`config.mk`:
```
export PLATFORM = sky130hd
export DESIGN_NAME = cc_viol_decoder
export DESIGN_NICKNAME = d
export VERILOG_FILES = /design/src/rtl/cc_pkg.sv /design/src/rtl/cc_slot_classify.sv /design/src/rtl/cc_phase_lock.sv /design/src/rtl/cc_viol_decoder.sv
export SDC_FILE = /design/constraint.sdc
export NUM_CORES = 1
export LEC_CHECK = 0
export ABC_CLOCK_PERIOD_IN_PS = 3800
export BUFFER_PORTS_ARGS = -buffer_cell sky130_fd_sc_hd__buf_2
export CORE_MARGIN = 3
export CORE_UTILIZATION = 40
export DETAILED_ROUTE_END_ITERATION = 16
export PLACE_DENSITY = 0.65
export SYNTH_ARGS = -nofsm -noshare
export SYNTH_HDL_FRONTEND = slang
export SYNTH_SLANG_ARGS = --single-unit
```
`constraint.sdc`:
```
create_clock -name clk -period 3.8 [get_ports clk]
set_input_delay 0.76 -clock clk [delete_from_list [all_inputs] [get_ports clk]]
set_output_delay 0.76 -clock clk [all_outputs]
set_load 0.01 [all_outputs]
```
`src/rtl/cc_pkg.sv`:
```
// Shared types for the composite clock violation decoder.
package cc_pkg;

    // Classification of one bit slot after the sign history is applied.
    typedef enum logic [1:0] {
        CL_NONE  = 2'd0,   // no mark (or both polarities at once)
        CL_PULSE = 2'd1,   // ordinary alternating mark
        CL_VIOL  = 2'd2,   // code-rule violation, sign opposite to the last one
        CL_BADV  = 2'd3    // violation repeating the sign of the last violation
    } slot_cls_t;

    // Mode code that enables the 400 Hz superframe layer.
    localparam logic [2:0] MODE_SUPER = 3'b001;

endpackage

```
`src/rtl/cc_slot_classify.sv`:
```
// Slot classifier. Tracks the sign of the last mark and of the last
// violation, and labels each strobed slot. It also stretches every empty
// slot into a half-slot flag.
// Assumes slot_en_i recurs exactly every SLOT_CYCLES clocks.
module cc_slot_classify
    import cc_pkg::*;
#(
    parameter int SLOT_CYCLES = 16
) (
    input  logic      clk,
    input  logic      rst_n,
    input  logic      slot_en_i,
    input  logic      pos_i,
    input  logic      neg_i,
    output logic      evt_o,
    output slot_cls_t cls_o,
    output logic      miss_o
);
    localparam int HALF = SLOT_CYCLES / 2;
    localparam int MCW  = $clog2(HALF + 1);

    logic           mark;
    logic           sign;
    slot_cls_t      cls_n;
    logic           have_last_q;
    logic           last_sign_q;
    logic           have_v_q;
    logic           vsign_q;
    logic [MCW-1:0] miss_cnt_q;

    // Decode the raw pulse pair into one mark and its sign.
    always_comb begin
        mark = pos_i ^ neg_i;
        sign = pos_i;
    end

    // Label the current slot from the sign history.
    always_comb begin
        cls_n = CL_NONE;
        if (mark) begin
            if (!have_last_q || (sign != last_sign_q))
                cls_n = CL_PULSE;
            else if (have_v_q && (sign == vsign_q))
                cls_n = CL_BADV;
            else
                cls_n = CL_VIOL;
        end
    end

    // Keep the sign of the previous mark and of the previous violation.
    always_ff @(posedge clk) begin
        if (!rst_n) begin
            have_last_q <= 1'b0;
            last_sign_q <= 1'b0;
            have_v_q    <= 1'b0;
            vsign_q     <= 1'b0;
        end else if (slot_en_i && mark) begin
            have_last_q <= 1'b1;
            last_sign_q <= sign;
            if ((cls_n == CL_VIOL) || (cls_n == CL_BADV)) begin
                have_v_q <= 1'b1;
                vsign_q  <= sign;
            end
        end
    end

    // Register the slot event and its label for the sync stages.
    always_ff @(posedge clk) begin
        if (!rst_n) begin
            evt_o <= 1'b0;
            cls_o <= CL_NONE;
        end else begin
            evt_o <= slot_en_i;
            if (slot_en_i)
                cls_o <= cls_n;
        end
    end

    // Stretch an empty slot into a half-slot flag.
    always_ff @(posedge clk) begin
        if (!rst_n)
            miss_cnt_q <= '0;
        else if (slot_en_i && !mark)
            miss_cnt_q <= MCW'(HALF);
        else if (miss_cnt_q != '0)
            miss_cnt_q <= miss_cnt_q - 1'b1;
    end

    assign miss_o = (miss_cnt_q != '0);

endmodule

```
`src/rtl/cc_phase_lock.sv`:
```
// Generic marker lock. A position counter of PERIOD steps advances on each
// tick. While hunting, a hit off position 0 realigns the counter, and ACQ_N
// hits in a row at position 0 declare lock. While locked, LOSS_N
// consecutive position-0 ticks without a hit drop the lock.
// The counter always runs, so the derived clocks keep going out of sync.
module cc_phase_lock #(
    parameter int PERIOD = 8,
    parameter int ACQ_N  = 3,
    parameter int LOSS_N = 2,
    localparam int PW    = $clog2(PERIOD)
) (
    input  logic          clk,
    input  logic          rst_n,
    input  logic          clr_i,
    input  logic          tick_i,
    input  logic          hit_i,
    output logic [PW-1:0] pos_o,
    output logic          lock_o
);
    localparam int RW = $clog2(ACQ_N + 1);
    localparam int MW = $clog2(LOSS_N + 1);

    logic [PW-1:0] nxt;
    logic [RW-1:0] run_q;
    logic [MW-1:0] miss_q;

    // Position that the coming tick would move to.
    always_comb begin
        nxt = (pos_o == PW'(PERIOD - 1)) ? '0 : pos_o + 1'b1;
    end

    // Hunt, acquire and hold the marker phase.
    always_ff @(posedge clk) begin
        if (!rst_n || clr_i) begin
            pos_o  <= PW'(PERIOD - 1);
            run_q  <= '0;
            miss_q <= '0;
            lock_o <= 1'b0;
        end else if (tick_i) begin
            if (!lock_o) begin
                if (hit_i && (nxt != '0)) begin
                    pos_o <= '0;
                    if (ACQ_N == 1) begin
                        lock_o <= 1'b1;
                        run_q  <= '0;
                    end else begin
                        run_q <= RW'(1);
                    end
                end else begin
                    pos_o <= nxt;
                    if (nxt == '0) begin
                        if (!hit_i) begin
                            run_q <= '0;
                        end else if (run_q == RW'(ACQ_N - 1)) begin
                            lock_o <= 1'b1;
                            run_q  <= '0;
                            miss_q <= '0;
                        end else begin
                            run_q <= run_q + 1'b1;
                        end
                    end
                end
            end else begin
                pos_o <= nxt;
                if (nxt == '0) begin
                    if (hit_i) begin
                        miss_q <= '0;
                    end else if (miss_q == MW'(LOSS_N - 1)) begin
                        lock_o <= 1'b0;
                        miss_q <= '0;
                        run_q  <= '0;
                    end else begin
                        miss_q <= miss_q + 1'b1;
                    end
                end
            end
        end
    end

endmodule

```
`src/rtl/cc_viol_decoder.sv`:
```
// Composite clock violation decoder top. Chains the slot classifier, an
// 8-slot frame lock on valid violations, and a 20-frame superframe lock on
// stolen violations. It derives both regenerated clocks from the lock
// counters.
// Assumes the slot strobe period equals SLOT_CYCLES clocks and is at least 4.
module cc_viol_decoder
    import cc_pkg::*;
#(
    parameter int SLOT_CYCLES  = 16,
    parameter int FRAME_SLOTS  = 8,
    parameter int SUPER_FRAMES = 20,
    parameter int ACQ_FRAME    = 3,
    parameter int LOSS_FRAME   = 2,
    parameter int ACQ_SUPER    = 2,
    parameter int LOSS_SUPER   = 2
) (
    input  logic       clk,
    input  logic       rst_n,
    input  logic       slot_en_i,
    input  logic       pos_i,
    input  logic       neg_i,
    input  logic [2:0] mode_i,
    output logic       clk8k_o,
    output logic       clk400_o,
    output logic       miss_pulse_o,
    output logic       sync8_lost_o,
    output logic       sync400_lost_o
);
    localparam int FPW       = $clog2(FRAME_SLOTS);
    localparam int SPW       = $clog2(SUPER_FRAMES);
    localparam int FRAME_HI  = FRAME_SLOTS / 2;
    localparam int SUPER_HI  = SUPER_FRAMES / 2;

    logic           evt_q;
    slot_cls_t      cls_q;
    logic           frame_hit;
    logic [FPW-1:0] frame_pos;
    logic           frame_lock;
    logic           mark_q;
    slot_cls_t      cls_d;
    logic           frame_mark;
    logic           sup_hit;
    logic           mode400;
    logic [SPW-1:0] sup_pos;
    logic           sup_lock;

    cc_slot_classify #(
        .SLOT_CYCLES (SLOT_CYCLES)
    ) u_classify (
        .clk       (clk),
        .rst_n     (rst_n),
        .slot_en_i (slot_en_i),
        .pos_i     (pos_i),
        .neg_i     (neg_i),
        .evt_o     (evt_q),
        .cls_o     (cls_q),
        .miss_o    (miss_pulse_o)
    );

    // Only valid violations mark the frame.
    assign frame_hit = evt_q && (cls_q == CL_VIOL);

    cc_phase_lock #(
        .PERIOD (FRAME_SLOTS),
        .ACQ_N  (ACQ_FRAME),
        .LOSS_N (LOSS_FRAME)
    ) u_frame (
        .clk    (clk),
        .rst_n  (rst_n),
        .clr_i  (1'b0),
        .tick_i (evt_q),
        .hit_i  (frame_hit),
        .pos_o  (frame_pos),
        .lock_o (frame_lock)
    );

    // Delay the slot event and label to line up with the frame position.
    always_ff @(posedge clk) begin
        if (!rst_n) begin
            mark_q <= 1'b0;
            cls_d  <= CL_NONE;
        end else begin
            mark_q <= evt_q;
            cls_d  <= cls_q;
        end
    end

    assign mode400    = (mode_i == MODE_SUPER);
    assign frame_mark = mark_q && (frame_pos == '0);
    assign sup_hit    = frame_mark && frame_lock && (cls_d == CL_PULSE);

    cc_phase_lock #(
        .PERIOD (SUPER_FRAMES),
        .ACQ_N  (ACQ_SUPER),
        .LOSS_N (LOSS_SUPER)
    ) u_super (
        .clk    (clk),
        .rst_n  (rst_n),
        .clr_i  (!mode400),
        .tick_i (frame_mark),
        .hit_i  (sup_hit),
        .pos_o  (sup_pos),
        .lock_o (sup_lock)
    );

    // Regenerated clocks and sync flags straight from the lock state.
    assign clk8k_o        = (frame_pos < FPW'(FRAME_HI));
    assign clk400_o       = mode400 && (sup_pos < SPW'(SUPER_HI));
    assign sync8_lost_o   = !frame_lock;
    assign sync400_lost_o = mode400 && !sup_lock;

endmodule

```
==> flow_summary.toml <==
[worst_setup_path]
crit_type = "input port to output pin"
cp_max_fo = 4
crit_chain = "buf_2, nor3b_1, nor2b_1, buf_2"
cpMostUsedCell = "buf_2"
cp_slowest_cell = "nor3b_1"
cp-start-kind = "input port"
required_ns = 3.04
arrival_ns = 1.59
crit_family = "simple AND/OR/NAND/NOR gates"
cp.buffers_inverters = 2
end_kind = "output pin"
critPathMaxStageDelay_ns = 0.41

[final_layout]
syn_to_final_growth_pct = 11.6
final_common_cell = "dfxtp_1"
final_cell_mix = "dfxtp_1, nand2_1, nor2_1"
stdcell_area_um2 = 1820
fin_cells = 258
fillers = 379
fin_nets = 223
antenna_cells = 0
drive_above_1_share = 0.119

[synthesis]
synthesis.nets = 210
syn-cell-area_um2 = 1630
syn_avg_cell_area_um2 = 8.32
ys_dominant_reg_cell = "dfxtp_1"
yosysUniqueCellTypes = 45
async_flop_share = 0
synth-seq-cells = 32
yosysSeqAreaShare = 0.393
syn_inst = 196
synth-edff-count = 0
yosys_warnings = 0

[floorplanning]
die_x_um = 69.8
initial_utilization = 0.429
io_pins = 13
fp.dieArea_um2 = 4880
design.core.area_um2 = 3800
die_y_um = 69.8
rows = 22

[global_routing]
grt_pass1_wl_um = 5060
grt_max_degree = 25
grt_pass1_vias = 1213
antenna_found_initial = 0
grt_use_total = 0.124
gr-total-overflow = 0

[placement]
post-place-ws_ns = 1.43
dp_hpwl_um = 2020
place_congestion = 0.771
numPortBuffers = 12
dpl_cell_area_um2 = 1730
dp.cells = 250

[clock_network]
cts_tree = "yes"
cts_sinks = 32
cts_root_buf = "clkbuf_8"
cts_buffers = 5
clk_latency_ns = 0.28
cts_resized = 0
clkTransAtPathRegs_ns = 0.06
htreeDepth = 2
clockBufferDepth = 2
ctsHoldBuffers = 0
cts_setup_buffers = 0

[power]
power_mw = 0.801
p_leak_nw = 0.699
vdd.ir_drop.worst_mv = 0.284
power.density_nw_per_um2 = 440

[sta]
hold_viol_final = 0
layout_min_cycle_time_ns = 2.35
setup_viol_count_final = 0
post-route-period-util = 0.619
rsz0062_at_grt = "no"
finClkSkew_ns = 0.0118
worstMarginPinSlew_ns = 0.578
tns_ns = 0
drv_slew = 0
postLayoutSetupSlackWorst_ns = 1.45
max_slew_margin = 0.612
max_freq_mhz = 425

[route]
totalWireLength_um = 2850
wl_met3_um = 70
detail-route-antenna-nets = 0
viasPerCell = 5.19
drc_errors = 0
avgRoutedWirePerCell_um = 11.0
wl_met2_um = 1240
drtIter0Drc = 83
routed.top_layer = "met4"
wl_met1_um = 1510
dr.pass1.iters = 4
routed-via-count = 1340

[job]
cap_violations = 0

[run_status]
outcome = "completed"

[min_path]
min_path_type = "flip-flop to flip-flop"
==> sequential cells by signal (all words and copies together), names as in the netlist, 2 cells and up <==
register,cells
u_super.pos_o,5
u_classify.miss_cnt_q,4
u_frame.pos_o,3
cls_d,2
u_classify.cls_o,2
u_frame.miss_q,2
u_frame.run_q,2
u_super.miss_q,2
u_super.run_q,2
==> through the flow <==
stage                     utilization  hold WS (ns)
after floorplan                     -         0.410
after global placement          0.455         0.421
after detailed placement        0.455         0.424
after CTS                       0.479         0.434
after global routing            0.479         0.444
final                           0.479         0.431
==> path summary, 6_finish.rpt <==
check,from,end,slack (ns),cells past startpoint
max,mode_i[1],sync400_lost_o,1.45,4
min,u_frame.miss_q[1],u_frame.miss_q[1],0.43,2
max reg2reg,u_super.pos_o[0],u_super.run_q[1],1.63,6
min reg2reg,u_frame.miss_q[1],u_frame.miss_q[1],0.43,2
==> report_power, final <==
part	internal (mW)	switching, mW
Combinational	0.0679	0.0843
Sequential	0.361	0.0193
Clock	0.144	0.124
Total	0.574	0.228
==> synthesized netlist by cell type (all sizes together), types with 3 or more instances <==
master	number	share of area
clkbuf	5	0.012
nand3	8	0.025
and2	4	0.015
a21boi	4	0.018
or3	3	0.012
nand2b	5	0.019
nor2b	10	0.043
ha	6	0.046
o31ai	3	0.017
or4	3	0.014
o21ai	11	0.034
inv	12	0.028
nor2	14	0.032
dfxtp	32	0.39
nand2	21	0.048
nand3b	5	0.023
a21oi	13	0.040
==> cell type report <==
class	count	area, µm²	area share
flip-flops and latches	32	641	0.352
repair buffers	12	60.1	0.0330
clock buffers	6	82.6	0.0454
well taps	48	60.1	0.0330
inverters	12	45.0	0.0248
multi-input cells	146	921	0.506
clock inverters	2	10.0	0.00550
==> worst reg2reg max path, delay by kind of cell, from the launching register on <==
kind	cells	cell delay, ns
and+or+nand+nor	3	1.00
DFF	1	0.34
adders and majority gates	1	0.31
AOI/OAI and AO/OA	2	0.44
==> cell families after synthesis <==
family,after synthesis,share of synthesized area
XOR/XNOR,4,0.0215
multiplexers,2,0.0123
AO/OA/AOI/OAI,49,0.196
flip-flops,32,0.393
adder cells (fa/ha/maj),6,0.0460
buffers and inverters,18,0.0422
AND/OR/NAND/NOR,85,0.289
==> routing by layer <==
layer / up-vias / track usage
met5: - / 0
met4: 0 / 0.0383
met3: 4 / 0.0435
met2: 13 / 0.182
met1: 607 / 0.171
li1: 716 / -
No activity file was read; power rests on OpenSTA's default activity.
